<file path="config.mk">
export PLATFORM = sky130hd
export DESIGN_NAME = osd_cmd_parser
export DESIGN_NICKNAME = d
export VERILOG_FILES = /design/src/rtl/osd_cmd_pkg.sv /design/src/rtl/osd_byte_decode.sv /design/src/rtl/osd_pos_tracker.sv /design/src/rtl/osd_wr_port.sv /design/src/rtl/osd_cmd_parser.sv
export SDC_FILE = /design/constraint.sdc
export NUM_CORES = 1
export LEC_CHECK = 0
export ABC_AREA = 1
export BUFFER_PORTS_ARGS = -buffer_cell sky130_fd_sc_hd__buf_2
export CAP_MARGIN = 20
export CORE_MARGIN = 4
export CORE_UTILIZATION = 59
export DETAILED_ROUTE_END_ITERATION = 10
export GPL_TIMING_DRIVEN = 0
export PLACE_DENSITY_LB_ADDON = 0.2
export SYNTH_ARGS = -nofsm -noshare
export SYNTH_HDL_FRONTEND = slang
export SYNTH_SLANG_ARGS = --single-unit
</file>
<file path="constraint.sdc">
create_clock -name clk -period 4.02 [get_ports clk]
set_input_delay 0.402 -clock clk [delete_from_list [all_inputs] [get_ports clk]]
set_output_delay 0.402 -clock clk [all_outputs]
set_load 0.1 [all_outputs]
</file>
<file path="src/rtl/osd_cmd_pkg.sv">
package osd_cmd_pkg;

    typedef enum logic [1:0] {
        PS_ADDR   = 2'd0,
        PS_DATA   = 2'd1,
        PS_STREAM = 2'd2
    } parse_state_e;

endpackage

</file>
<file path="src/rtl/osd_byte_decode.sv">
module osd_byte_decode #(
    parameter int NUM_ROWS = 18,
    parameter int NUM_COLS = 30,
    parameter int ROW_W    = 5,
    parameter int COL_W    = 6
) (
    input  logic [7:0]       byte_in,
    output logic             is_row,
    output logic             is_stream,
    output logic [ROW_W-1:0] row_f,
    output logic [COL_W-1:0] col_f,
    output logic             addr_ok
);
    localparam logic [ROW_W-1:0] ROW_LAST = ROW_W'(NUM_ROWS - 1);
    localparam logic [COL_W-1:0] COL_LAST = COL_W'(NUM_COLS - 1);

    always_comb begin
        is_row    = byte_in[7];
        is_stream = byte_in[6];
        row_f     = byte_in[ROW_W-1:0];
        col_f     = byte_in[COL_W-1:0];
        addr_ok   = is_row ? (row_f <= ROW_LAST) : (col_f <= COL_LAST);
    end
endmodule

</file>
<file path="src/rtl/osd_pos_tracker.sv">
module osd_pos_tracker #(
    parameter int NUM_ROWS = 18,
    parameter int NUM_COLS = 30,
    parameter int ROW_W    = 5,
    parameter int COL_W    = 6
) (
    input  logic             clk,
    input  logic             rst_n,
    input  logic             ld_row,
    input  logic             ld_col,
    input  logic             step,
    input  logic [ROW_W-1:0] row_in,
    input  logic [COL_W-1:0] col_in,
    output logic [ROW_W-1:0] row_q,
    output logic [COL_W-1:0] col_q
);
    localparam logic [ROW_W-1:0] ROW_LAST = ROW_W'(NUM_ROWS - 1);
    localparam logic [COL_W-1:0] COL_LAST = COL_W'(NUM_COLS - 1);

    always_ff @(posedge clk or negedge rst_n) begin
        if (!rst_n) begin
            row_q <= '0;
            col_q <= '0;
        end else if (ld_row) begin
            row_q <= row_in;
        end else if (ld_col) begin
            col_q <= col_in;
        end else if (step) begin
            if (col_q == COL_LAST) begin
                col_q <= '0;
                row_q <= (row_q == ROW_LAST) ? '0 : row_q + ROW_W'(1);
            end else begin
                col_q <= col_q + COL_W'(1);
            end
        end
    end

    // the last column is followed by column 0
    assert_col_wrap_R7: assert property (@(posedge clk) disable iff (!rst_n)
        (step && !ld_row && !ld_col && col_q == COL_LAST) |=> (col_q == '0));
endmodule

</file>
<file path="src/rtl/osd_wr_port.sv">
module osd_wr_port #(
    parameter int NUM_ROWS = 18,
    parameter int NUM_COLS = 30,
    parameter int ROW_W    = 5,
    parameter int COL_W    = 6
) (
    input  logic             clk,
    input  logic             rst_n,
    input  logic             fire,
    input  logic [ROW_W-1:0] row_in,
    input  logic [COL_W-1:0] col_in,
    input  logic [7:0]       data_in,
    output logic             wr_en,
    output logic [ROW_W-1:0] wr_row,
    output logic [COL_W-1:0] wr_col,
    output logic [7:0]       wr_data
);
    localparam logic [ROW_W-1:0] ROW_LAST = ROW_W'(NUM_ROWS - 1);
    localparam logic [COL_W-1:0] COL_LAST = COL_W'(NUM_COLS - 1);

    always_ff @(posedge clk or negedge rst_n) begin
        if (!rst_n) begin
            wr_en   <= 1'b0;
            wr_row  <= '0;
            wr_col  <= '0;
            wr_data <= '0;
        end else begin
            wr_en <= fire;
            if (fire) begin
                wr_row  <= row_in;
                wr_col  <= col_in;
                wr_data <= data_in;
            end
        end
    end

    // writes never leave the memory
    assert_wr_in_range_R7: assert property (@(posedge clk) disable iff (!rst_n)
        wr_en |-> (wr_row <= ROW_LAST && wr_col <= COL_LAST));
endmodule

</file>
<file path="src/rtl/osd_cmd_parser.sv">
module osd_cmd_parser
    import osd_cmd_pkg::*;
#(
    parameter int NUM_ROWS = 18,
    parameter int NUM_COLS = 30,
    parameter int ROW_W    = 5,
    parameter int COL_W    = 6
) (
    input  logic             clk,
    input  logic             rst_n,
    input  logic             txn_start,
    input  logic             txn_stop,
    input  logic             byte_valid,
    input  logic [7:0]       byte_data,
    output logic             wr_en,
    output logic [ROW_W-1:0] wr_row,
    output logic [COL_W-1:0] wr_col,
    output logic [7:0]       wr_data,
    output logic             proto_err
);
    parse_state_e     state_q, state_d;
    logic             is_row, is_stream, addr_ok;
    logic [ROW_W-1:0] row_f, cur_row;
    logic [COL_W-1:0] col_f, cur_col;
    logic             ld_row, ld_col, step, fire, err_set;

    osd_byte_decode #(.NUM_ROWS(NUM_ROWS), .NUM_COLS(NUM_COLS), .ROW_W(ROW_W), .COL_W(COL_W)) u_decode (
        .byte_in(byte_data), .is_row(is_row), .is_stream(is_stream),
        .row_f(row_f), .col_f(col_f), .addr_ok(addr_ok)
    );

    osd_pos_tracker #(.NUM_ROWS(NUM_ROWS), .NUM_COLS(NUM_COLS), .ROW_W(ROW_W), .COL_W(COL_W)) u_pos (
        .clk(clk), .rst_n(rst_n), .ld_row(ld_row), .ld_col(ld_col), .step(step),
        .row_in(row_f), .col_in(col_f), .row_q(cur_row), .col_q(cur_col)
    );

    osd_wr_port #(.NUM_ROWS(NUM_ROWS), .NUM_COLS(NUM_COLS), .ROW_W(ROW_W), .COL_W(COL_W)) u_wr (
        .clk(clk), .rst_n(rst_n), .fire(fire), .row_in(cur_row), .col_in(cur_col),
        .data_in(byte_data), .wr_en(wr_en), .wr_row(wr_row), .wr_col(wr_col), .wr_data(wr_data)
    );

    // State register
    always_ff @(posedge clk or negedge rst_n) begin
        if (!rst_n) begin
            state_q   <= PS_ADDR;
            proto_err <= 1'b0;
        end else begin
            state_q <= state_d;
            if (err_set) proto_err <= 1'b1;
        end
    end

    // Next state and outputs
    always_comb begin
        state_d = state_q;
        ld_row  = 1'b0;
        ld_col  = 1'b0;
        step    = 1'b0;
        fire    = 1'b0;
        err_set = 1'b0;
        if (txn_start || txn_stop) begin
            state_d = PS_ADDR;
        end else if (byte_valid) begin
            unique case (state_q)
                PS_ADDR: begin
                    if (!addr_ok) begin
                        err_set = 1'b1;
                    end else if (is_row) begin
                        ld_row = 1'b1;
                    end else begin
                        ld_col  = 1'b1;
                        state_d = is_stream ? PS_STREAM : PS_DATA;
                    end
                end
                PS_DATA: begin
                    fire    = 1'b1;
                    state_d = PS_ADDR;
                end
                PS_STREAM: begin
                    fire = 1'b1;
                    step = 1'b1;
                end
                default: state_d = PS_ADDR;
            endcase
        end
    end

    // streaming is left only through a start or stop pulse
    assert_stream_hold_R6: assert property (@(posedge clk) disable iff (!rst_n)
        (state_q == PS_STREAM && !txn_start && !txn_stop) |=> (state_q == PS_STREAM));

    // a start or stop pulse leads to PS_ADDR with no write
    assert_ctrl_to_addr_R10: assert property (@(posedge clk) disable iff (!rst_n)
        (txn_start || txn_stop) |=> (state_q == PS_ADDR && !wr_en));

    // every write comes from a byte accepted one cycle earlier
    assert_wr_follows_byte_R8: assert property (@(posedge clk) disable iff (!rst_n)
        wr_en |-> $past(byte_valid && !txn_start && !txn_stop));

    // an address byte produces no write
    assert_addr_no_write_R1: assert property (@(posedge clk) disable iff (!rst_n)
        (byte_valid && !txn_start && !txn_stop && state_q == PS_ADDR) |=> !wr_en);

    // the error flag is sticky
    assert_err_sticky_R9: assert property (@(posedge clk) disable iff (!rst_n)
        proto_err |=> proto_err);
endmodule

</file>
Word level (Yosys, flattened, before mapping)
Cells that the tools add are included.
- flip-flop bits (word level): 34
- add/subtract/negate cells: 2
- order comparisons: 2
- equal/unequal tests: 8
- multiplexer cells: 35
- bitwise operators: 1
- reduce and logical (&&, ||, !) cells: 10
- operators by type and width (cell ; count):
    two-way mux 5 bit ; 5
    two-way mux 1 bit ; 21
    two-way mux 6 bit ; 3
    two-way mux 2 bit ; 5
    nonzero test 2 bit ; 4
    adder 6 x 1 -> 6 bit (second input constant) ; 1
    == test 6 x 5 -> 1 bit (second input constant) ; 1
    less-or-equal comparator 6 x 5 -> 1 bit (second input constant) ; 1
    inequality test 3 bit (second input constant) ; 2
    adder 5 x 1 -> 5 bit (second input constant) ; 1
    == test 5 bit (second input constant) ; 1
    less-or-equal comparator 5 bit (second input constant) ; 1
    inequality test 2 bit (second input constant) ; 2
    one-hot mux 2 bit (2 select lines) ; 1
    AND reduction 4 bit ; 1
    AND reduction 3 bit ; 1
    == test 2 x 1 -> 1 bit (second input constant) ; 1
    == test 2 bit (second input constant) ; 1
    logical NOT 2 bit ; 1
    AND reduction 2 bit ; 1
    OR reduction 2 bit ; 1
    logical OR 1 bit ; 1
    inverter 1 bit ; 1

Depth between registers and ports, before layout
Gate-level depths: netlist of run 1.
- word-level depth: 8
- mapped depth: 10
- depth with buffers taken out: 10

Modules after synthesis
From an unflattened synthesis of run 1, not the netlist that was laid out.
- cells, all modules: 246
- area, all modules: 1930.6 µm²
- modules (own cells, without submodules) (module ; times used ; cells an instance ; area an instance (µm²) ; seq. area each (µm²)):
    osd_wr_port ; 1 ; 81 ; 763.2 ; 500.5
    osd_pos_tracker ; 1 ; 104 ; 759.5 ; 275.3
    osd_cmd_parser ; 1 ; 39 ; 272.8 ; 75.1
    osd_byte_decode ; 1 ; 22 ; 135.1 ; 0.0

Worst setup path after synthesis of run 1
Ideal clock, no wire load.
- kind: register to register
- start: register state_q[0]
- end: register u_pos.row_q[4]
- arrival: 1.203 ns
- path slack: 2.700 ns
- stages on the path, launching flop included: 11
- clock period less this slack: 1.320 ns
- cell sequence: dfrtp_1 inv_1 ha_1 nand2_2 nor2_4 nand2_4 buf_6 nand2_1 nand2_1 nand2_1 nand2_1
- longest elaborated chain between the ends: 6
- elaborated cells on any way between the ends: 16
- RTL lines (element ; RTL line ; RTL):
    from (decl) ; osd_cmd_parser.sv:21 ; parse_state_e state_q, state_d;
    from (signal assigned) ; osd_cmd_parser.sv:48 ; state_q <= state_d;
    == test 2 bit / logical NOT 2 bit (equally long branches) ; osd_cmd_parser.sv:64 ; unique case (state_q)
    two-way mux 1 bit ; osd_cmd_parser.sv:64 ;
    two-way mux 1 bit ; osd_cmd_parser.sv:63 ; end else if (byte_valid) begin
    two-way mux 1 bit ; osd_cmd_parser.sv:61 ; if (txn_start || txn_stop) begin
    nonzero test 2 bit (no source line) / inequality test 2 bit (equally long branches) ; - ;
    AND reduction 3 bit (no source line) ; - ;
    to (signal assigned) ; osd_pos_tracker.sv:25 ; row_q <= row_in;
    to (signal assigned) ; osd_pos_tracker.sv:31 ; row_q <= (row_q == ROW_LAST) ? '0 : row_q + ROW_W'(1);
    to (decl) ; osd_pos_tracker.sv:14 ; output logic [ROW_W-1:0] row_q,
Several ways; a longest one is shown, not always the timed one.
A chain may end at the register's enable or synchronous reset.

Worst setup path in the final report of run 1
- start: register state_q[0]
- end: register u_wr.wr_row[3]
- longest elaborated chain between the ends: 5
- elaborated cells on any way between the ends: 6
- RTL lines (element ; RTL line ; RTL):
    == test 2 bit / == test 2 x 1 -> 1 bit (equally long branches) ; osd_cmd_parser.sv:64 ;
    OR reduction 2 bit (no source line) (*) ; - ;
    two-way mux 1 bit (*) ; osd_cmd_parser.sv:64 ;
    two-way mux 1 bit (*) ; osd_cmd_parser.sv:63 ;
    two-way mux 1 bit (*) ; osd_cmd_parser.sv:61 ;
    to (signal assigned) ; osd_wr_port.sv:30 ; wr_row <= row_in;
    to (decl) ; osd_wr_port.sv:14 ; output logic [ROW_W-1:0] wr_row,
Mark *: on every way between the ends. The rest lies on a longest branch, timed or not.

==> impl_summary.log, run 1 <==
INFO  metric synth_simple_gate_area_share = 38.2%
INFO  metric gr-max-usage-layer = met2
INFO  metric dieArea = 4200 um2
INFO  metric setup.worst_path.start_class = flop
INFO  metric yosys.area_share.xor_xnor = less than 1%
INFO  metric grt_overflow = 0
INFO  metric dieWidth = ~65 um
INFO  metric ff2ff_path_depth = 6
INFO  metric routedWlPerCell = 11.7 um
INFO  metric synth_fa_ha_area_share = between 3 and 4%
INFO  metric synth_area_leaders = sky130_fd_sc_hd__dfrtp_1 45%, sky130_fd_sc_hd__nand2_1 23%, sky130_fd_sc_hd__o21ai_0 4.5%
INFO  metric setup_total_negative_slack = 0 ns
INFO  metric core_area = just over 3000 um2
INFO  metric antenna_left = 0
INFO  metric crit_path_end_kind = flop
INFO  metric worstPathArrival = between 1.5 and 2 ns
INFO  metric ir_drop = about 0.00038 V
INFO  metric global_route.usage.met3 = under 10%
INFO  metric crit_type = flop to flop
INFO  metric ctsHoldBuffers = 0
INFO  metric muxShareOfSynthArea = 0%
INFO  metric pre_cts_slack = between 2 and 2.5 ns
INFO  metric yosysTopAreaCell = sky130_fd_sc_hd__dfrtp_1
INFO  metric synth.ff_latch_count = 34
INFO  metric postRouteWirelength = 3970 um
INFO  metric postSynthCellCount = about 250
INFO  metric vias_in_the_first_global_route = about 1600
INFO  metric worst_pin_slew = 0.744 ns
INFO  metric antennaDiodeCount = 0
INFO  metric period_share = between 30 and 40%
INFO  metric cts_max_level = 2
INFO  metric final_layout_size_suffix_gt1_share = ~20%
INFO  metric reg2reg_to = u_wr.wr_row[3]$_DFFE_PN0P_
INFO  metric timing.fmax = between 600 and 700 MHz
INFO  metric post_synth_top_flop = sky130_fd_sc_hd__dfrtp_1
INFO  metric clock_tree.root_cell = sky130_fd_sc_hd__clkbuf_4
INFO  metric synth.cell_area = roughly 1900 um2
INFO  metric avgSynthCellArea = between 7 and 8 um2
INFO  metric required = approximately 4.3 ns
INFO  metric synth_async_sr_flop_share = 100%
INFO  metric cellLeakagePower = 1.21 nW
INFO  metric grt.met2_usage = approximately 36%
INFO  metric startpoint = state_q[0]$_DFFE_PN0P_
INFO  metric seq_area_frac_synth = between 40 and 50%
INFO  metric dieHeight = approximately 65 um
INFO  metric setup_failing_eps_final = 0
INFO  metric track_usage = ~22%
INFO  metric dpl.hpwl = around 3000 um
INFO  metric p_per_area = approximately 610 nW/um2
INFO  metric clkSinkCount = 34
INFO  metric hold_path_class = input pin to async pin
INFO  metric numPortBuffers = 33
INFO  metric critical-path-slowest-cell = sky130_fd_sc_hd__clkbuf_1
INFO  metric detailed_routing_iterations_pass_1 = 4
INFO  metric synth_top_family_by_area = simple AND/OR/NAND/NOR gates
INFO  metric finalClockSkew = approximately 0.0077 ns
INFO  metric drv_cap = 0
INFO  metric dr.first_iter.drc_count = 110
INFO  metric start_util = between 60% and 70%
INFO  metric yosysUniqueCellTypes = 24
INFO  metric cts_repair_resize_count = 0
INFO  metric cts_tree = built
INFO  metric timing_hold_violations_final = 0
INFO  metric status = finished, final reports clean
INFO  metric total_placed_instance_area = around 2100 um2
INFO  metric design_area = 2170 um2
INFO  metric routabilityCongestion = between 0.8 and 0.9
INFO  metric crit_fanout = 10
INFO  metric yosysWarningCount = 0
INFO  metric pin_count = 34
INFO  metric synth-edff-count = 0
INFO  metric path_clk_slew = ~0.090 ns
INFO  metric timing.critical_path.to = u_wr.wr_row[3]$_DFFE_PN0P_
INFO  metric final_max_slew_viol_count = 0
INFO  metric num_vias = about 1700
INFO  metric cts_max_path_buffers = 2
INFO  metric compound_cell_area_share_of_the_yosys_netlist = around 6.2%
INFO  metric rsz0062_at_grt = no
INFO  metric num-nets-final = ~310
INFO  metric largest_net_degree_at_the_start_of_global_routing = 35
INFO  metric rows = 20
INFO  metric synth.top_cell.area_share = between 40% and 50%
INFO  metric setup_ws = ~2.4 ns
INFO  metric post_cts_buffers = 0
INFO  metric synthToLayoutAreaGrowth = 13.9%
INFO  metric timing.reg2reg.setup_slack = about 2.4 ns
INFO  metric remaining_routing_drc_violations = 0
INFO  metric crit_path_cell_trace = inv_1, ha_1, nand3_1, clkbuf_1, nand2_1, o21ai_0
INFO  metric mappedNetlistNets = ~270
INFO  metric vias_per_cell = a little over 5
INFO  metric critical_path.reg2reg.startpoint = state_q[0]$_DFFE_PN0P_
INFO  metric wire_length_of_the_first_global_routing_pass = 7020 um
INFO  metric clkLatencyLatePin = around 0.32 ns
INFO  metric number_of_buffers_inserted_during_clock_tree_synthesis = 5
INFO  metric worst_slew_margin_relative_to_its_limit = 50.4%
INFO  metric crit_path_max_incr_delay = roughly 0.46 ns
INFO  metric met1_usage = between 20 and 30%
INFO  metric layout.filler_cells = 284
INFO  metric final.min_clock_period = ~1.6 ns
INFO  metric grt_antenna_before_repair = 0
-- routing by layer --
layer	wire, um	share of wire (%)
met5	0	0
met4	47	1.2
met3	225	5.7
met2	1940	49
met1	1760	44
-- stage by stage --
step                      power, mW  instances  util [%]  hold WS, ns
final                          1.32        338      70.4        0.135
after global routing           1.40        338      70.4        0.177
after CTS                      1.33        338      70.4        0.153
after detailed placement       1.16        331      68.9        0.460
after global placement         1.15        331      68.9        0.454
after floorplan                1.04        254         -        0.106
-- how the worst min path moves through the flow --
stage,slack (ns),endpoint
3_3_place_gp,0.45,proto_err$_DFFE_PN0P_
4_1_cts,0.15,u_wr.wr_col[4]$_DFFE_PN0P_
5_1_grt,0.18,u_wr.wr_col[4]$_DFFE_PN0P_
3_5_place_dp,0.46,u_wr.wr_data[0]$_DFFE_PN0P_
2_1_floorplan,0.11,proto_err$_DFFE_PN0P_
6_report,0.14,u_pos.col_q[1]$_DFFE_PN0P_
-- power breakdown --
part / switching [mW] / total, mW / internal [mW]
logic: 0.542 / 0.674 / 0.132
clock network: 0.101 / 0.167 / 0.0659
registers: 0.0614 / 0.479 / 0.418
total: 0.704 / 1.32 / 0.616
-- cell type report --
class / count / area (um2) / share of cell area, %
inverter: 21 / 78.8 / 3.64
buffer: 6 / 35.0 / 1.62
sequential: 34 / 851 / 39.3
tap: 44 / 55.1 / 2.54
clock buffer: 7 / 45.0 / 2.08
timing repair buffer: 33 / 165 / 7.62
multi-input combinational: 193 / 937 / 43.2
-- cell usage in the layout, fill, tap and decap left out --
master                     netlist  routed
sky130_fd_sc_hd__xnor2_1         2       2
sky130_fd_sc_hd__nand3_1        14      14
sky130_fd_sc_hd__nand4_1         4       4
sky130_fd_sc_hd__ha_1            6       6
sky130_fd_sc_hd__o21bai_1        1       1
sky130_fd_sc_hd__clkbuf_1        3       5
sky130_fd_sc_hd__buf_6           1       1
sky130_fd_sc_hd__inv_1          19      19
sky130_fd_sc_hd__nand2_1       117     117
sky130_fd_sc_hd__nor3_1          1       1
sky130_fd_sc_hd__o21ai_0        17      17
sky130_fd_sc_hd__buf_2           1      34
sky130_fd_sc_hd__nand2_4         4       4
sky130_fd_sc_hd__dfrtp_1        34      34
sky130_fd_sc_hd__inv_2           1       1
sky130_fd_sc_hd__nand3_2         1       1
sky130_fd_sc_hd__buf_4           1       1
sky130_fd_sc_hd__nor2_2          1       1
sky130_fd_sc_hd__nor2_1         15      15
sky130_fd_sc_hd__nand2_2         4       4
sky130_fd_sc_hd__nor2_4          4       4
sky130_fd_sc_hd__clkinv_1        1       1
sky130_fd_sc_hd__a21oi_2         1       1
sky130_fd_sc_hd__clkbuf_4        0       5
sky130_fd_sc_hd__a21oi_4         1       1
-- state kept, by name, indices dropped and copies added, names as in the netlist --
signal,cells
u_wr.wr_row,5
proto_err,1
u_pos.row_q,5
u_wr.wr_data,8
u_wr.wr_col,6
u_pos.col_q,6
state_q,2
u_wr.wr_en,1
-- cell usage after synthesis (2+ instances only) --
cell and instances:
sky130_fd_sc_hd__inv_1 19, sky130_fd_sc_hd__xnor2_1 2, sky130_fd_sc_hd__nand4_1 4, sky130_fd_sc_hd__nand2_1 117, sky130_fd_sc_hd__nor2_4 4, sky130_fd_sc_hd__nand3_1 14
sky130_fd_sc_hd__dfrtp_1 34, sky130_fd_sc_hd__ha_1 6, sky130_fd_sc_hd__nor2_1 15, sky130_fd_sc_hd__clkbuf_1 3, sky130_fd_sc_hd__nand2_2 4, sky130_fd_sc_hd__o21ai_0 17
sky130_fd_sc_hd__nand2_4 4
-- worst max-delay path: cells and delay by family, from the launching register on --
kind	cells	cell delay, ns
fa+ha+maj	1	0.30
compound gates	1	0.09
simple gates	2	0.24
flops	1	0.36
buf+inv	2	0.52
-- kinds of logic after synthesis --
logic type               Yosys count
AND/OR/NAND/NOR                  165
AO/OA/AOI/OAI                     20
flip-flops                        34
buffers and inverters             27
adder cells (fa/ha/maj)            6
XOR/XNOR                           2
Note: power is estimated with default switching activity, not from simulation.
==> inputs of run 2 (changes only) <==
Settings changed: CORE_UTILIZATION 59 to 55.
Clock period 4.02 ns to 1.6 ns, I/O delays scaled along.
==> run 2 against run 1 <==
First-iteration DRC count up 2.7%; worst setup slack got worse by 2.3 ns; sequential power rose to 2.5 times the previous value; power increased to 2.6 times the previous value; cell count is 1.2% higher; flip-flop and latch count did not move; worst hold slack got worse by 0.084 ns; die area increased by 6.4%; sequential share of layout area shrank 0.65 points; largest cell class unchanged.
==> impl_summary.log, run 2 (synthesis results as in run 1) <==
INFO  metric required = about 1.9 ns
INFO  metric final_layout_size_suffix_gt1_share = between 20 and 25%
INFO  metric dieArea = around 4500 um2
INFO  metric cts_tree = built
INFO  metric crit_path_cell_trace = inv_1, ha_1, nand2_1, nor2_4, inv_2, nor2_4, nand2_4, nand2_4, nand2_1, nand2_1
INFO  metric crit_fanout = 6
INFO  metric crit_path_max_incr_delay = about 0.45 ns
INFO  metric wire_length_of_the_first_global_routing_pass = slightly above 7000 um
INFO  metric reg2reg_to = u_pos.row_q[1]$_DFFE_PN0P_
INFO  metric rows = 21
INFO  metric post_cts_buffers = 0
INFO  metric antenna_left = 0
INFO  metric rsz0062_at_grt = no
INFO  metric numPortBuffers = 33
INFO  metric critPathTopFamily = simple AND/OR/NAND/NOR gates
INFO  metric critical_path.reg2reg.startpoint = u_pos.col_q[1]$_DFFE_PN0P_
INFO  metric reg_top3 = u_wr.wr_data (8), u_pos.col_q (6), u_wr.wr_col (6)
INFO  metric timing.fmax = ~670 MHz
INFO  metric fin_hold_ws = a little over 0.05 ns
INFO  metric largest_net_degree_at_the_start_of_global_routing = 35
INFO  metric worst_slew_margin_relative_to_its_limit = around half
INFO  metric setup_failing_eps_final = 0
INFO  metric timing.hold.worst.start = byte_data[5]
INFO  metric p_per_area = 1540 nW/um2
INFO  metric track_usage = between 20% and 30%
INFO  metric worstPathArrival = between 1.5 and 2 ns
INFO  metric routedWlPerCell = ~12 um
INFO  metric layout.filler_cells = between 300 and 400
INFO  metric clkLatencyLatePin = ~0.33 ns
INFO  metric cts_max_path_buffers = 2
INFO  metric start_util = ~57%
INFO  metric drv_cap = 0
INFO  metric num-nets-final = 314
INFO  metric detailed_routing_iterations_pass_1 = 4
INFO  metric pin_count = 34
INFO  metric largest_reg_flops = 8
INFO  metric number_of_buffers_inserted_during_clock_tree_synthesis = 5
INFO  metric final_max_slew_viol_count = 0
INFO  metric post_layout_nonfiller_instances = 342
INFO  metric synthToLayoutAreaGrowth = 15.9%
INFO  metric cts_max_level = 2
INFO  metric placedCellCount = 333
INFO  metric final.min_clock_period = ~1.5 ns
INFO  metric crit_path_end_kind = flop
INFO  metric clkSinkCount = 34
INFO  metric clock_tree.root_cell = sky130_fd_sc_hd__clkbuf_4
INFO  metric period_share = 92.9%
INFO  metric grt_antenna_before_repair = 0
INFO  metric status = finished, final reports clean
INFO  metric dieWidth = roughly 67 um
INFO  metric path_common_cell = sky130_fd_sc_hd__nand2_1
INFO  metric remaining_routing_drc_violations = 0
INFO  metric timing_hold_violations_final = 0
INFO  metric ff2ff_path_depth = 10
INFO  metric finalClockSkew = 0.00934 ns
INFO  metric timing.hold.worst_endpoint = u_wr.wr_data[5]$_DFFE_PN0P_
INFO  metric regMostFlops = u_wr.wr_data
INFO  metric core_area = roughly 3300 um2
INFO  metric antennaDiodeCount = 0
INFO  metric worst_pin_slew = approximately 0.75 ns
INFO  metric setup.worst_path.start_class = flop
INFO  metric path_clk_slew = around 0.10 ns
INFO  metric dr.first_iter.drc_count = approximately 110
INFO  metric crit_type = flop to flop
INFO  metric critical_path_buf_inv_count = 2
INFO  metric ir_drop = ~0.0014 V
INFO  metric num_vias = 1701
INFO  metric dpl.hpwl = ~3000 um
INFO  metric cellLeakagePower = 1.24 nW
INFO  metric layout_commonest_cell = sky130_fd_sc_hd__nand2_1
INFO  metric critical-path-slowest-cell = sky130_fd_sc_hd__dfrtp_1
INFO  metric layout_common_cells = 117 x sky130_fd_sc_hd__nand2_1, 34 x sky130_fd_sc_hd__buf_2, 34 x sky130_fd_sc_hd__dfrtp_1
INFO  metric routabilityCongestion = approximately 0.82
INFO  metric dieHeight = 66.8 um
INFO  metric vias_in_the_first_global_route = roughly 1600
INFO  metric grt_overflow = 0
INFO  metric timing.reg2reg.setup_slack = between 0.1 and 0.15 ns
INFO  metric postRouteWirelength = just over 4000 um
INFO  metric vias_per_cell = just under 5
INFO  metric hold_depth = 3
INFO  metric setup_total_negative_slack = 0 ns
INFO  metric hold_path_class = input pin to flop
## run 2: power by group
| group | leakage [nW] | switching [mW] | internal, mW |
|---|---|---|---|
| registers | 0.451 | 0.149 | 1.05 |
| logic | 0.753 | 1.36 | 0.332 |
| clock network | 0.0353 | 0.280 | 0.213 |
## run 2: repair_timing
item,4_1_cts,5_1_grt
hold endpoints to repair,34,0
resized for setup,0,7
hold buffers,1,0
endpoints found under the setup margin,0,22
## run 2: how the worst max path moves through the flow
stage          slack, ns                           to  depth (start not counted)                  startpoint
3_5_place_dp        0.06   u_wr.wr_col[3]$_DFFE_PN0P_                          6      state_q[0]$_DFFE_PN0P_
4_1_cts             0.05   u_wr.wr_col[3]$_DFFE_PN0P_                          6      state_q[0]$_DFFE_PN0P_
6_report            0.11   u_pos.row_q[1]$_DFFE_PN0P_                         10  u_pos.col_q[1]$_DFFE_PN0P_
5_1_grt            0.003   u_pos.row_q[0]$_DFFE_PN0P_                         10  u_pos.col_q[1]$_DFFE_PN0P_
2_1_floorplan       0.28   u_pos.row_q[4]$_DFFE_PN0P_                         10      state_q[0]$_DFFE_PN0P_
3_3_place_gp        0.10  u_wr.wr_data[2]$_DFFE_PN0P_                          6      state_q[0]$_DFFE_PN0P_
## run 2: metal layers
| layer | GRT usage [%] | vias to the layer above | part of all wire, % | wire, um |
|---|---|---|---|---|
| li1 | - | 872 | - | - |
| met1 | 27.2 | 766 | 46 | 1840 |
| met2 | 34.8 | 55 | 46 | 1840 |
| met3 | 5.56 | 8 | 7.2 | 292 |
| met4 | 6.60 | 0 | 1.6 | 64 |
| met5 | 0 | - | 0 | 0 |
## run 2: tightest hold or removal path: stages
cell and delay (ns):
sky130_fd_sc_hd__buf_2 0.09, sky130_fd_sc_hd__nand2_1 0.05, sky130_fd_sc_hd__nand2_1 0.05
## run 2: stage by stage
step	utilization [%]	setup WS [ns]	power, mW	cell area (um2)
final	66.0	0.114	3.38	2200
after floorplan	-	0.280	2.61	1900
after detailed placement	63.7	0.0605	2.91	2120
after global routing	66.0	0.00340	3.59	2200
after CTS	65.8	0.0464	3.40	2190
after global placement	63.7	0.100	2.89	2120
## run 2: final cells by class
class                           count  area (um2)  share of cell area (%)
Multi-Input combinational cell    193         942                    42.8
Timing Repair Buffer               34         175                    7.95
Buffer                              6        38.8                    1.76
Tap cell                           46        57.6                    2.61
Clock inverter                      1        5.00                   0.227
Sequential cell                    34         851                    38.6
Clock buffer                        7        55.1                    2.50
Inverter                           21        78.8                    3.58
